--- config.mk ---
export PLATFORM = sky130hd
export DESIGN_NAME = cdir_freeze_ctrl
export DESIGN_NICKNAME = d
export VERILOG_FILES = /design/src/rtl/cdir_pkg.sv /design/src/rtl/cdir_freeze_gate.sv /design/src/rtl/cdir_line_store.sv /design/src/rtl/cdir_update_decide.sv /design/src/rtl/cdir_freeze_ctrl.sv
export SDC_FILE = /design/constraint.sdc
export NUM_CORES = 1
export LEC_CHECK = 0
export ABC_CLOCK_PERIOD_IN_PS = 4700
export BUFFER_PORTS_ARGS = -buffer_cell sky130_fd_sc_hd__buf_4
export CAP_MARGIN = 0
export CORE_MARGIN = 2
export CORE_UTILIZATION = 55
export CTS_CLUSTER_DIAMETER = 150
export DETAILED_ROUTE_END_ITERATION = 16
export HOLD_SLACK_MARGIN = 0.06
export PLACE_DENSITY = 0.74
export REMOVE_ABC_BUFFERS = 1
export SYNTH_ARGS = -nofsm -noshare
export SYNTH_HDL_FRONTEND = slang
export SYNTH_HIERARCHICAL = 1
export SYNTH_SLANG_ARGS = --single-unit
export TNS_END_PERCENT = 30
--- constraint.sdc ---
create_clock -name clk -period 4.7 [get_ports clk]
set_input_delay 0.94 -clock clk [delete_from_list [all_inputs] [get_ports clk]]
set_output_delay 0.94 -clock clk [all_outputs]
set_load 0.01 [all_outputs]
--- src/rtl/cdir_pkg.sv ---
package cdir_pkg;

  typedef enum logic [2:0] {
    ACC_NONE,
    ACC_RD_HIT,
    ACC_RD_MISS,
    ACC_WR_HIT,
    ACC_WR_MISS
  } acc_e;

  typedef struct packed {
    logic tag_we;
    logic data_we;
    logic dirty_we;
    logic dirty_set;
    logic fill;
  } upd_t;

endpackage

--- src/rtl/cdir_freeze_gate.sv ---
module cdir_freeze_gate (
  input  logic clk,
  input  logic srst_n,
  input  logic freeze_req,
  input  logic init_busy,
  output logic freeze_active
);

  logic frz_en;
  logic frz_nxt;

  // A request made during initialisation waits here until init ends
  always_comb begin
    frz_en  = !init_busy;
    frz_nxt = freeze_active;
    if (frz_en) begin
      frz_nxt = freeze_req;
    end
  end

  always_ff @(posedge clk or negedge srst_n) begin
    if (!srst_n) begin
      freeze_active <= 1'b0;
    end else if (frz_en) begin
      freeze_active <= frz_nxt;
    end
  end

endmodule

--- src/rtl/cdir_line_store.sv ---
module cdir_line_store #(
  parameter int IDX_W = 4,
  parameter int TAG_W = 8
) (
  input  logic             clk,
  input  logic             srst_n,
  input  logic             init_clr,
  input  logic [IDX_W-1:0] rd_idx,
  input  logic [TAG_W-1:0] rd_tag,
  input  logic             alloc_we,
  input  logic             dirty_we,
  input  logic             dirty_wdata,
  output logic             hit,
  output logic             line_valid,
  output logic             line_dirty
);

  localparam int LINES = 1 << IDX_W;

  logic [LINES-1:0] valid_vec;
  logic [LINES-1:0] dirty_vec;
  logic [TAG_W-1:0] tag_arr [LINES];

  for (genvar g = 0; g < LINES; g++) begin : g_line
    logic             sel;
    logic             v_q, v_nxt, v_en;
    logic             d_q, d_nxt, d_en;
    logic [TAG_W-1:0] t_q;
    logic             t_en;

    assign sel = (rd_idx == IDX_W'(g));

    always_comb begin
      v_en  = init_clr || (sel && alloc_we);
      v_nxt = !init_clr;
      d_en  = init_clr || (sel && dirty_we);
      d_nxt = !init_clr && dirty_wdata;
      t_en  = !init_clr && sel && alloc_we;
    end

    always_ff @(posedge clk or negedge srst_n) begin
      if (!srst_n) begin
        v_q <= 1'b0;
        d_q <= 1'b0;
      end else begin
        if (v_en) v_q <= v_nxt;
        if (d_en) d_q <= d_nxt;
      end
    end

    always_ff @(posedge clk) begin
      if (t_en) t_q <= rd_tag;
    end

    assign valid_vec[g] = v_q;
    assign dirty_vec[g] = d_q;
    assign tag_arr[g]   = t_q;
  end

  assign line_valid = valid_vec[rd_idx];
  assign line_dirty = dirty_vec[rd_idx];
  assign hit        = line_valid && (tag_arr[rd_idx] == rd_tag);

endmodule

--- src/rtl/cdir_update_decide.sv ---
module cdir_update_decide
  import cdir_pkg::*;
(
  input  logic cyc_valid,
  input  logic cyc_write,
  input  logic hit,
  input  logic wb_mode,
  input  logic frozen,
  input  logic init_busy,
  input  logic victim_valid,
  input  logic victim_dirty,
  output upd_t upd,
  output logic evict_wb
);

  acc_e kind;

  always_comb begin
    kind = ACC_NONE;
    if (cyc_valid && !init_busy) begin
      case ({cyc_write, hit})
        2'b00:   kind = ACC_RD_MISS;
        2'b01:   kind = ACC_RD_HIT;
        2'b10:   kind = ACC_WR_MISS;
        default: kind = ACC_WR_HIT;
      endcase
    end
  end

  always_comb begin
    upd      = '0;
    evict_wb = 1'b0;
    case (kind)
      ACC_RD_MISS: begin
        if (!frozen) begin
          upd.tag_we   = 1'b1;
          upd.data_we  = 1'b1;
          upd.fill     = 1'b1;
          upd.dirty_we = 1'b1;   // new line starts clean
          evict_wb     = victim_valid && victim_dirty;
        end
      end
      ACC_WR_HIT: begin
        upd.data_we = 1'b1;
        if (wb_mode) begin
          upd.dirty_we  = 1'b1;
          upd.dirty_set = 1'b1;
        end
      end
      default: upd = '0;
    endcase
  end

endmodule

--- src/rtl/cdir_freeze_ctrl.sv ---
module cdir_freeze_ctrl
  import cdir_pkg::*;
#(
  parameter int ADDR_W = 12,
  parameter int IDX_W  = 4
) (
  input  logic              clk,
  input  logic              rst_n,
  input  logic              cyc_valid,
  input  logic              cyc_write,
  input  logic [ADDR_W-1:0] cyc_addr,
  input  logic              wb_mode,
  input  logic              freeze_req,
  input  logic              init_busy,
  output logic              lookup_hit,
  output logic              line_dirty,
  output logic              tag_we,
  output logic              data_we,
  output logic              dirty_we,
  output logic              dirty_wdata,
  output logic              fill_req,
  output logic              evict_wb,
  output logic              freeze_active
);

  localparam int TAG_W = ADDR_W - IDX_W;

  logic [1:0] rs_q;
  logic       srst_n;
  logic       line_valid;
  upd_t       upd;

  // Reset asserts at once and is released on the second clock edge
  always_ff @(posedge clk or negedge rst_n) begin
    if (!rst_n) rs_q <= 2'b00;
    else        rs_q <= {rs_q[0], 1'b1};
  end
  assign srst_n = rs_q[1];

  cdir_freeze_gate u_gate (
    .clk           (clk),
    .srst_n        (srst_n),
    .freeze_req    (freeze_req),
    .init_busy     (init_busy),
    .freeze_active (freeze_active)
  );

  cdir_line_store #(.IDX_W(IDX_W), .TAG_W(TAG_W)) u_store (
    .clk         (clk),
    .srst_n      (srst_n),
    .init_clr    (init_busy),
    .rd_idx      (cyc_addr[IDX_W-1:0]),
    .rd_tag      (cyc_addr[ADDR_W-1:IDX_W]),
    .alloc_we    (upd.tag_we),
    .dirty_we    (upd.dirty_we),
    .dirty_wdata (upd.dirty_set),
    .hit         (lookup_hit),
    .line_valid  (line_valid),
    .line_dirty  (line_dirty)
  );

  cdir_update_decide u_decide (
    .cyc_valid    (cyc_valid),
    .cyc_write    (cyc_write),
    .hit          (lookup_hit),
    .wb_mode      (wb_mode),
    .frozen       (freeze_active),
    .init_busy    (init_busy),
    .victim_valid (line_valid),
    .victim_dirty (line_dirty),
    .upd          (upd),
    .evict_wb     (evict_wb)
  );

  assign tag_we      = upd.tag_we;
  assign data_we     = upd.data_we;
  assign dirty_we    = upd.dirty_we;
  assign dirty_wdata = upd.dirty_set;
  assign fill_req    = upd.fill;

endmodule

Word-level counts from Yosys, hierarchy flattened
Index checks and enable logic that the tools add are counted.

Reduce and logical (&&, ||, !) cells: 103. Eq/ne operators: 20. Mux-type cells: 18. Magnitude comparators: 2. Bitwise gates (word level): 1.

Operator list (number): 1-bit logical AND (68); 8-bit binary-select mux with 4-bit select (1); 4-bit == test, second input constant (8); 1-bit logical OR (32); 4-bit by 3-bit == test with 1-bit output, second input constant (4); 8-bit two-way mux (2); 3-bit case mux with 3 select lines (1); 1-bit binary-select mux with 4-bit select (2); 4-bit by 2-bit == test with 1-bit output, second input constant (2); 8-bit == test (1); 1-bit two-way mux (8); 3-bit by 2-bit == test with 1-bit output, second input constant (2); 3-bit two-way mux (2); 5-bit >= comparator, second input constant (1); 4-bit by 5-bit < comparator with 1-bit output, second input constant (1); 4-bit inverter with 5-bit output (1); 4-bit by 1-bit == test with 1-bit output, second input constant (1); 4-bit logical NOT (1); 2-bit case mux with 2 select lines (1); 2-bit by 1-bit == test with 1-bit output, second input constant (1); 2-bit == test, second input constant (1); 2-bit logical NOT (1); 2-bit two-way mux (1); 1-bit logical NOT (1).

Bits in registers: 163. Output and inout bits: 9. Word-level logic and storage cells: 194.

Depth between registers and ports, before layout
Gate-level depths: netlist of run 1.

Depth after elaboration: 13. Gate-level depth with buffers: 18.

By module
The synthesis of run 1 kept the hierarchy.

Modules (own cells, without submodules): cdir_line_store (area each 6816.5 um^2, seq. area each 4644.5 um^2, cells each 445, instances 1); cdir_update_decide (area each 121.4 um^2, seq. area each 0.0 um^2, cells each 16, instances 1); cdir_freeze_ctrl (area each 53.8 um^2, seq. area each 50.0 um^2, cells each 3, instances 1); cdir_freeze_gate (area each 40.0 um^2, seq. area each 25.0 um^2, cells each 2, instances 1).

Worst setup path after synthesis of run 1
No wires, ideal clock.

Path kind: input -> register. Start point: in cyc_addr[0]. End point: reg u_store.g_line[2].t_q[0] (enable). Required time: 4330 ps. Buffers on the path: 5. Arrival time: 4614 ps. Path slack: -284 ps. Cell stages on the path: 18. Path through: buf_6 -> buf_4 -> buf_6 -> mux2_2 -> a221oi_1 -> a21oi_1 -> o32ai_1 -> nand3_1 -> a211oi_2 -> inv_1 -> ha_1 -> nand4bb_1 -> nor2_1 -> buf_4 -> nand2b_1 -> or3_1 -> clkbuf_1 -> nor2_1.

Longest elaborated chain between the ends: 12.

RTL lines: from (decl) (RTL line cdir_freeze_ctrl.sv:11) `input logic [ADDR_W-1:0] cyc_addr,`; 4-bit inverter with 5-bit output (not written as such) (RTL line cdir_line_store.sv:62) `assign hit = line_valid && (tag_arr[rd_idx] == rd_tag);`; 8-bit binary-select mux with 4-bit select (RTL line cdir_line_store.sv:62); 8-bit two-way mux (not written as such) (2 in a row) (RTL line cdir_line_store.sv:62); 8-bit == test (RTL line cdir_line_store.sv:62); 1-bit logical AND * (RTL line cdir_line_store.sv:62); named net lookup_hit (RTL line cdir_freeze_ctrl.sv:15) `output logic lookup_hit,`; 2-bit == test (tied with other cells) (RTL line cdir_update_decide.sv:21) `case ({cyc_write, hit})`; 3-bit case mux with 3 select lines * (RTL line cdir_update_decide.sv:21); 3-bit two-way mux * (RTL line cdir_update_decide.sv:20) `if (cyc_valid && !init_busy) begin`; 3-bit by 2-bit == test with 1-bit output * (RTL line cdir_update_decide.sv:33) `case (kind)`; 1-bit two-way mux * (RTL line cdir_update_decide.sv:33); named net tag_we (RTL line cdir_freeze_ctrl.sv:17) `output logic tag_we,`; 1-bit logical AND * (RTL line cdir_line_store.sv:38) `t_en = !init_clr && sel && alloc_we;`; named net u_store.g_line[2].t_en (RTL line cdir_line_store.sv:29) `logic t_en;`; to (signal assigned) (RTL line cdir_line_store.sv:52) `if (t_en) t_q <= rd_tag;`; to (decl) (RTL line cdir_line_store.sv:28) `logic [TAG_W-1:0] t_q;`.

Mark *: on every way through the listed nets, which the timed path passes. The rest lies on a longest branch. The select of a mux whose other input is x is not followed. A chain may end at the register's enable or synchronous reset.

Final worst setup path of run 1
Start point: in cyc_addr[0]. End point: out dirty_wdata.

Longest elaborated chain between the ends: 11.

RTL lines: 4-bit inverter with 5-bit output (not written as such) (RTL line cdir_line_store.sv:62); 8-bit binary-select mux with 4-bit select (RTL line cdir_line_store.sv:62); 8-bit two-way mux (not written as such) (2 in a row) (RTL line cdir_line_store.sv:62); 8-bit == test (RTL line cdir_line_store.sv:62); 1-bit logical AND * (RTL line cdir_line_store.sv:62); 2-bit == test (tied with other cells) (RTL line cdir_update_decide.sv:21); 3-bit case mux with 3 select lines * (RTL line cdir_update_decide.sv:21); 3-bit two-way mux * (RTL line cdir_update_decide.sv:20); 3-bit by 2-bit == test with 1-bit output * (RTL line cdir_update_decide.sv:33); 1-bit two-way mux * (RTL line cdir_update_decide.sv:33); to (decl) (RTL line cdir_freeze_ctrl.sv:20) `output logic dirty_wdata,`.

Every way passes the cells marked *; elsewhere a longest branch is shown, timed or not. The select of a mux whose other input is x is not followed.

==> tab_implementation.tex, run 1 <==
\begin{tabular}{lr}
\hline
Metric & Value \\
\hline
\multicolumn{2}{l}{\textbf{Final layout}} \\
\quad Antenna cell count & 0 \\
\quad Most frequent cells in the layout & sky130\_fd\_sc\_hd\_\_edfxtp\_1 (128), sky130\_fd\_sc\_hd\_\_buf\_4 (86), sky130\_fd\_sc\_hd\_\_nor2\_1 (36) \\
\quad Fill cells & 845 \\
\quad Share of post-route cells with drive strength above 1 & 31.9\% \\
\quad Most frequent standard cell in the layout excluding fill and tap cells & sky130\_fd\_sc\_hd\_\_edfxtp\_1 \\
\quad Syn-to-layout area delta & 22.6\% \\
\quad Final Net Count & 574 \\
\quad Final std cells w/o fill & roughly 740 \\
\multicolumn{2}{l}{\textbf{Outcome}} \\
\quad Outcome & finished, violations left \\
\quad Violated checks & setup timing \\
\multicolumn{2}{l}{\textbf{Timing}} \\
\quad Final setup vio count & 3 \\
\quad FMAX & roughly 0.21 GHz \\
\quad Slew HR & 60.8\% \\
\quad RSZ-0062 raised after global routing & true \\
\quad Final number of max-transition violations & 0 \\
\quad Number of endpoints with negative hold slack in the final report & 0 \\
\quad Portion of the clock cycle consumed by the worst path in the final layout & 102\% \\
\quad Clk\_skew & slightly below 0.009 ns \\
\quad Fin crit period & 4.77 ns \\
\quad Setup WS post-layout & -0.0717 ns \\
\quad Least-Margin Pin Slew & 0.588 ns \\
\multicolumn{2}{l}{\textbf{Floorplanning}} \\
\quad Core Box Area & 0.0126 mm\^{}2 \\
\quad Effective utilization at floorplan & 55.9\% \\
\quad Die span in x & between 100 and 150 um \\
\quad Die outline area & 0.0137 mm\^{}2 \\
\quad Die extent in y & 117 um \\
\quad FP Rows & 41 \\
\quad Top Ports & 28 \\
\multicolumn{2}{l}{\textbf{Worst setup path}} \\
\quad Reg-to-Reg Start & u\_store/g\_line[8].t\_q[5] \\
\quad Worst path top cell family by delay & simple AND/OR/NAND/NOR gates \\
\quad Arrival time at the worst endpoint & 3.83 ns \\
\quad Capturing point of the worst reg2reg path & u\_store/g\_line[3].d\_q \\
\quad Biggest cell delay along the critical path & 0.57 ns \\
\quad Worst path slowest cell & sky130\_fd\_sc\_hd\_\_or4\_4 \\
\quad Register-to-register setup slack & $\sim$0.7 ns \\
\quad Crit. path cell count & 13 \\
\quad Critical Path, Cell by Cell & buf\_16 > buf\_6 > mux4\_2 > o21ai\_0 > a31oi\_1 > o21ai\_0 > or4\_4 > a211oi\_4 > inv\_1 > ha\_2 > nand4bb\_4 > nor3b\_4 > buf\_6 \\
\quad Crit path capture type & output pin \\
\quad Kind of start point of the critical path & input pin \\
\quad Number of cells on the worst reg-to-reg path & 18 \\
\quad Setup Crit Path Kind & input pin to output pin \\
\quad Crit path buf inv count & 4 \\
\quad Crit-path max FO & 8 \\
\quad Worst EP required & about 3.8 ns \\
\multicolumn{2}{l}{\textbf{Placed design}} \\
\quad Gpl congestion & 0.823 \\
\quad DP Cell Count & 699 \\
\quad Count of buffers from port buffering & 27 \\
\quad Setup Slack @ Placement & -0.401 ns \\
\quad HPWL after detailed placement & $\sim$9600 um \\
\multicolumn{2}{l}{\textbf{Logic synthesis}} \\
\quad Number of flops mapped to enable cells by yosys & 128 \\
\quad Post-Syn Instances & 466 \\
\quad Combinational family with the most area after synthesis & multiplexers \\
\quad Post-Syn Area per Cell & roughly 15 um\^{}2 \\
\quad Sequential element share of the synthesized area & 67.1\% \\
\quad Proportion of synthesized flip-flops having asynchronous set or reset & between 20\% and 30\% \\
\quad Multiplexer share of the synthesized area & 14.6\% \\
\quad Dominant register cell in the synthesized netlist & sky130\_fd\_sc\_hd\_\_edfxtp\_1 \\
\quad Synthesis warning total & 6 \\
\quad Syn Std Cell Area & 0.00703 mm\^{}2 \\
\quad Compound-cell area share of the yosys netlist & 6.87\% \\
\quad Post-synthesis adder-cell area fraction & 0.534\% \\
\quad Netlist cell types & just under 50 \\
\quad Simple-gate portion of the synthesized area & 6.85\% \\
\quad Register bit count reported by yosys & between 150 and 200 \\
\quad Xor/xnor share of the synthesized area & 0.872\% \\
\multicolumn{2}{l}{\textbf{Clock tree}} \\
\quad Worst-skew pair later-pin latency & 0.42 ns \\
\quad Quantity of hold-fixing buffers added after cts & 0 \\
\quad Clock root buffer & sky130\_fd\_sc\_hd\_\_clkbuf\_16 \\
\quad CTS tree & built \\
\quad H-tree level count & 4 \\
\quad TritonCTS Buffers & 17 \\
\quad Buffer depth of the longest clock path & 2 \\
\quad Clock slew seen by the registers of the worst setup and hold paths & roughly 0.060 ns \\
\quad Total number of clock tree sinks & around 160 \\
\multicolumn{2}{l}{\textbf{Power}} \\
\quad Pwr dens & 369 mW/mm\^{}2 \\
\quad Total power & 3180 uW \\
\quad Worst vdd ir & about 0.00019 V \\
\quad Leakage power figure & 0.00317 uW \\
\multicolumn{2}{l}{\textbf{Run}} \\
\quad Max-Cap Viols & 0 \\
\multicolumn{2}{l}{\textbf{Detailed routing}} \\
\quad Antenna-violating nets left & 0 \\
\quad Via count & approximately 4300 \\
\quad Violation count after the first detailed-routing iteration & between 300 and 400 \\
\quad Vias per Instance & slightly below 6 \\
\quad Number of search-and-repair iterations in the first detailed-routing pass & 4 \\
\quad Overall routed net length & 15100 um \\
\quad DRC violation count after routing & 0 \\
\quad Drt wl/cell & between 20 and 25 um \\
\multicolumn{2}{l}{\textbf{Worst hold path}} \\
\quad Hold Crit Class & register to async pin \\
\multicolumn{2}{l}{\textbf{Global routing}} \\
\quad Tot GR Track Use & about a quarter \\
\quad Largest net degree at the start of global routing & 37 \\
\quad First-pass GRT wire length & 23300 um \\
\quad Via count of the first global-routing pass & about 4300 \\
\quad GRT Residual Overflow & 0 \\
\quad Antenna violations before repair & 0 \\
\hline
\end{tabular}
-- repair_timing --
item | 4_1_cts | 5_1_grt
pin swaps | 8 | 8
setup buffers | 3 | 2
cloned | 1 | 0
resized for setup | 21 | 11
endpoints found under the setup margin | 31 | 6
-- final cells by class --
class | count | area [um^2] | share of cell area [%]
inverter | 18 | 67.6 | 0.784
clock inverter | 14 | 188 | 2.18
sequential | 163 | 4720 | 54.7
multi-input combinational | 258 | 2220 | 25.8
clock buffer | 18 | 429 | 4.98
timing repair buffer | 94 | 777 | 9.01
tap | 172 | 215 | 2.50
-- how the worst max path moves through the flow --
stage / slack, ns / endpoint / start
final: -0.07 / dirty_wdata / cyc_addr[0]
after global placement: -0.29 / fill_req / cyc_addr[0]
after floorplan: -0.54 / dirty_wdata / cyc_addr[1]
after detailed placement: -0.40 / dirty_we / cyc_addr[0]
after CTS: 0.001 / dirty_we / cyc_addr[0]
after global routing: -0.16 / dirty_wdata / cyc_addr[0]
-- metal layers --
metal	GRT usage [%]	up-vias	wire length, um
met5	0	-	0
met4	10.5	0	348
met3	5.05	26	837
met2	38.6	152	7690
met1	31.5	2177	6180
li1	-	1953	-
-- logic make-up (layout without fill, tap and decap cells) --
family          Yosys count  after routing
other cells               1              1
mux                      71             71
compound gates           77             77
buf+inv                  45            144
fa+ha+maj                 3              3
xor+xnor                  7              7
flops                   163            163
simple gates             99             99
-- metrics by stage --
step / utilization (%) / instance area [um^2] / hold slack (ns) / TNS, ns
5_1_grt: 68.6 / 8620 / 0.274 / -0.631
4_1_cts: 68.1 / 8560 / 0.273 / 0
2_1_floorplan: - / 6880 / 0.331 / -8.49
6_report: 68.6 / 8620 / 0.261 / -0.151
3_3_place_gp: 61.8 / 7770 / 0.269 / -27.98
3_5_place_dp: 61.8 / 7770 / 0.271 / -44.08
-- sequential cells by signal, summed over array words and instances, names as in the netlist --
signal                cells
rs_q                      2
u_gate/freeze_active      1
u_store/g_line.t_q      128
u_store/g_line.d_q       16
u_store/g_line.v_q       16
-- synth_stat cells (6+ instances only) --
| cell type | instances | share of area, % |
|---|---|---|
| sky130_fd_sc_hd__edfxtp_1 | 128 | 55 |
| sky130_fd_sc_hd__nor2_1 | 37 | 2.0 |
| sky130_fd_sc_hd__dfrtp_1 | 35 | 12 |
| sky130_fd_sc_hd__mux2i_1 | 35 | 5.0 |
| sky130_fd_sc_hd__mux4_2 | 24 | 7.7 |
| sky130_fd_sc_hd__nand2_1 | 24 | 1.3 |
| sky130_fd_sc_hd__o22ai_1 | 20 | 1.8 |
| sky130_fd_sc_hd__a21oi_1 | 18 | 1.3 |
| sky130_fd_sc_hd__inv_1 | 18 | 0.96 |
| sky130_fd_sc_hd__o21ai_0 | 16 | 1.1 |
| sky130_fd_sc_hd__clkbuf_1 | 11 | 0.59 |
| sky130_fd_sc_hd__mux2_2 | 11 | 1.8 |
| sky130_fd_sc_hd__a22oi_1 | 10 | 1.1 |
| sky130_fd_sc_hd__buf_2 | 7 | 0.50 |
| sky130_fd_sc_hd__nand2b_1 | 6 | 0.53 |
| sky130_fd_sc_hd__nand3_1 | 6 | 0.43 |
| sky130_fd_sc_hd__nor2b_1 | 6 | 0.53 |
-- where the power goes --
part	internal [uW]	switching, uW	total [uW]
sequential	1560	2.13	1560
clock	885	533	1420
combinational	91.6	111	202
(Power assumes the default switching activity.)
==> run 2, diff against run 1 <==
ABC_CLOCK_PERIOD_IN_PS = 4800   (was 4700)
CORE_MARGIN = unset   (was 2)
CORE_UTILIZATION = 61   (was 55)
PLACE_DENSITY = 0.78   (was 0.74)
SKIP_LAST_GASP = 1   (was unset)
clock period = 4.8 ns   (was 4.7 ns; I/O delays follow)
==> tab_implementation.tex, run 2 (synthesis gave the netlist of run 1 again) <==
\begin{tabular}{lr}
\hline
Metric & Value \\
\hline
\multicolumn{2}{l}{\textbf{Placed design}} \\
\quad Setup Slack @ Placement & -0.330 ns \\
\quad DP Cell Count & 661 \\
\quad Count of buffers from port buffering & 27 \\
\quad Gpl congestion & 0.797 \\
\quad HPWL after detailed placement & 10100 um \\
\multicolumn{2}{l}{\textbf{Clock tree}} \\
\quad Buffer depth of the longest clock path & 2 \\
\quad TritonCTS Buffers & 17 \\
\quad Clock root buffer & sky130\_fd\_sc\_hd\_\_clkbuf\_16 \\
\quad Worst-skew pair later-pin latency & 0.43 ns \\
\quad Clock slew seen by the registers of the worst setup and hold paths & approximately 0.060 ns \\
\quad CTS tree & built \\
\quad Total number of clock tree sinks & 163 \\
\quad Quantity of hold-fixing buffers added after cts & 0 \\
\quad H-tree level count & 4 \\
\multicolumn{2}{l}{\textbf{Floorplanning}} \\
\quad Die extent in y & $\sim$110 um \\
\quad FP Rows & 38 \\
\quad Effective utilization at floorplan & $\sim$64\% \\
\quad Core Box Area & 0.0110 mm\^{}2 \\
\quad Top Ports & 28 \\
\quad Die span in x & 109 um \\
\quad Die outline area & approximately 0.012 mm\^{}2 \\
\multicolumn{2}{l}{\textbf{Timing}} \\
\quad Final-layout setup total negative slack & 0 ns \\
\quad Clk\_skew & 0.00767 ns \\
\quad FMAX & 0.211 GHz \\
\quad RSZ-0062 raised after global routing & true \\
\quad Fin crit period & about 4.7 ns \\
\quad Setup WS post-layout & a little under 0.07 ns \\
\quad Least-Margin Pin Slew & 0.620 ns \\
\quad Slew HR & 58.5\% \\
\quad Number of endpoints with negative hold slack in the final report & 0 \\
\quad Portion of the clock cycle consumed by the worst path in the final layout & 98.6\% \\
\quad Final number of max-transition violations & 0 \\
\quad Final setup vio count & 0 \\
\multicolumn{2}{l}{\textbf{Worst setup path}} \\
\quad Number of cells on the worst reg-to-reg path & 14 \\
\quad Setup Crit Path Kind & input pin to output pin \\
\quad Most common cell on crit path & sky130\_fd\_sc\_hd\_\_buf\_12 \\
\quad Crit-path max FO & 11 \\
\quad Biggest cell delay along the critical path & 0.54 ns \\
\quad Critical Path, Cell by Cell & buf\_12 > buf\_12 > buf\_12 > mux4\_2 > mux4\_2 > nand3\_1 > a211oi\_4 > buf\_4 > ha\_1 > or3\_1 > nor3\_2 > buf\_4 \\
\quad Startpoint of the most critical setup path & cyc\_addr[0] \\
\quad Arrival time at the worst endpoint & 3.77 ns \\
\quad Kind of start point of the critical path & input pin \\
\quad Register-to-register setup slack & 0.79 ns \\
\quad Reg-to-Reg Start & u\_store/g\_line[8].t\_q[5] \\
\quad Capturing point of the worst reg2reg path & u\_store/g\_line[1].t\_q[0] \\
\quad Crit path capture type & output pin \\
\quad Worst EP required & 3.84 ns \\
\quad Worst path slowest cell & sky130\_fd\_sc\_hd\_\_mux4\_2 \\
\multicolumn{2}{l}{\textbf{Global routing}} \\
\quad Largest net degree at the start of global routing & 37 \\
\quad Antenna violations before repair & 0 \\
\quad Via count of the first global-routing pass & 4466 \\
\quad Tot GR Track Use & 28.8\% \\
\quad First-pass GRT wire length & 24100 um \\
\quad GRT Residual Overflow & 0 \\
\multicolumn{2}{l}{\textbf{Final layout}} \\
\quad Most frequent standard cell in the layout excluding fill and tap cells & sky130\_fd\_sc\_hd\_\_edfxtp\_1 \\
\quad Largest registers & u\_store/g\_line.t\_q x128, u\_store/g\_line.d\_q x16, u\_store/g\_line.v\_q x16 \\
\quad Most flop-heavy register & u\_store/g\_line.t\_q \\
\quad Syn-to-layout area delta & 21.5\% \\
\quad Flip-flop count of the largest register, all copies and words added & 128 \\
\quad Final std cells w/o fill & 694 \\
\quad Final Net Count & 564 \\
\quad Antenna cell count & 0 \\
\quad Share of post-route cells with drive strength above 1 & 30.0\% \\
\quad Most frequent cells in the layout & sky130\_fd\_sc\_hd\_\_edfxtp\_1 (128), sky130\_fd\_sc\_hd\_\_buf\_4 (75), sky130\_fd\_sc\_hd\_\_nor2\_1 (36) \\
\multicolumn{2}{l}{\textbf{Outcome}} \\
\quad Outcome & finished, final reports clean \\
\multicolumn{2}{l}{\textbf{Power}} \\
\quad Worst vdd ir & 0.000364 V \\
\quad Pwr dens & 375 mW/mm\^{}2 \\
\quad Leakage power figure & 0.00316 uW \\
\multicolumn{2}{l}{\textbf{Run}} \\
\quad Max-Cap Viols & 0 \\
\multicolumn{2}{l}{\textbf{Detailed routing}} \\
\quad Antenna-violating nets left & 0 \\
\quad Drt wl/cell & 22.8 um \\
\quad DRC violation count after routing & 0 \\
\quad Violation count after the first detailed-routing iteration & 303 \\
\quad Vias per Instance & 6.27 \\
\quad Via count & 4352 \\
\quad Number of search-and-repair iterations in the first detailed-routing pass & 5 \\
\quad Overall routed net length & 15800 um \\
\multicolumn{2}{l}{\textbf{Worst hold path}} \\
\quad Hold Crit Class & register to async pin \\
\hline
\end{tabular}
[run 2: cell types whose count changed in the layout (fill, tap and decap cells not counted), sizes merged]
cell,before,now
clkbuf,18,19
clkinv,8,7
bufinv,4,6
buf,94,83
clkinvlp,2,0
[run 2: layer usage]
metal  vias to the layer above  GRT usage, %  share of wire [%]
li1                       1933             -                  -
met1                      2210          37.3                 41
met2                       175          46.7                 50
met3                        34          6.99                6.2
met4                         0          12.4                2.8
met5                         -             0                  0
[run 2: per-stage QoR]
step | hold WS [ns] | total power (uW) | area [um^2] | utilization (%)
after global placement | 0.0704 | 1730 | 7720 | 70.0
after detailed placement | 0.0730 | 1740 | 7720 | 70.0
after global routing | 0.0938 | 3290 | 8540 | 77.5
after CTS | 0.0784 | 3200 | 8430 | 76.4
final | 0.0716 | 3210 | 8540 | 77.5
after floorplan | 0.331 | 1630 | 6880 | -
[run 2: worst max path at each step]
stage	cells after the start	end	slack (ns)
floorplan	10	dirty_wdata	-0.48
global placement	16	u_store/g_line[1].t_q[4]	-0.20
detailed placement	15	u_store/g_line[1].t_q[0]	-0.33
CTS	13	dirty_we	0.009
global route	13	dirty_we	-0.03
finish	12	evict_wb	0.07
[run 2: area by class of cell]
class	instances	area (um^2)
flip-flops and latches	163	4720
repair buffers	84	734
inverters	18	67.6
well taps	140	175
clock buffers	18	429
multi-input cells	258	2200
clock inverters	13	214
fillers	633	2490
[run 2: critical path: cells and delay by family]
kind / cells / cell delay (ns)
buf+inv: 5 / 0.72
compound gates: 1 / 0.06
mux: 2 / 1.03
simple gates: 3 / 0.78
fa+ha+maj: 1 / 0.19
[run 2: repair_timing]
item	4_1_cts	5_1_grt
hold endpoints to repair	0	0
pin swaps	2	6
endpoints found under the setup margin	6	6
gates resized for setup	10	19
gates cloned	0	1
setup buffers	1	0
[run 2: power by group]
| part | total, uW | switching [uW] | internal [uW] |
|---|---|---|---|
| clock network | 1480 | 516 | 963 |
| logic | 199 | 112 | 87.2 |
| registers | 1530 | 2.62 | 1530 |
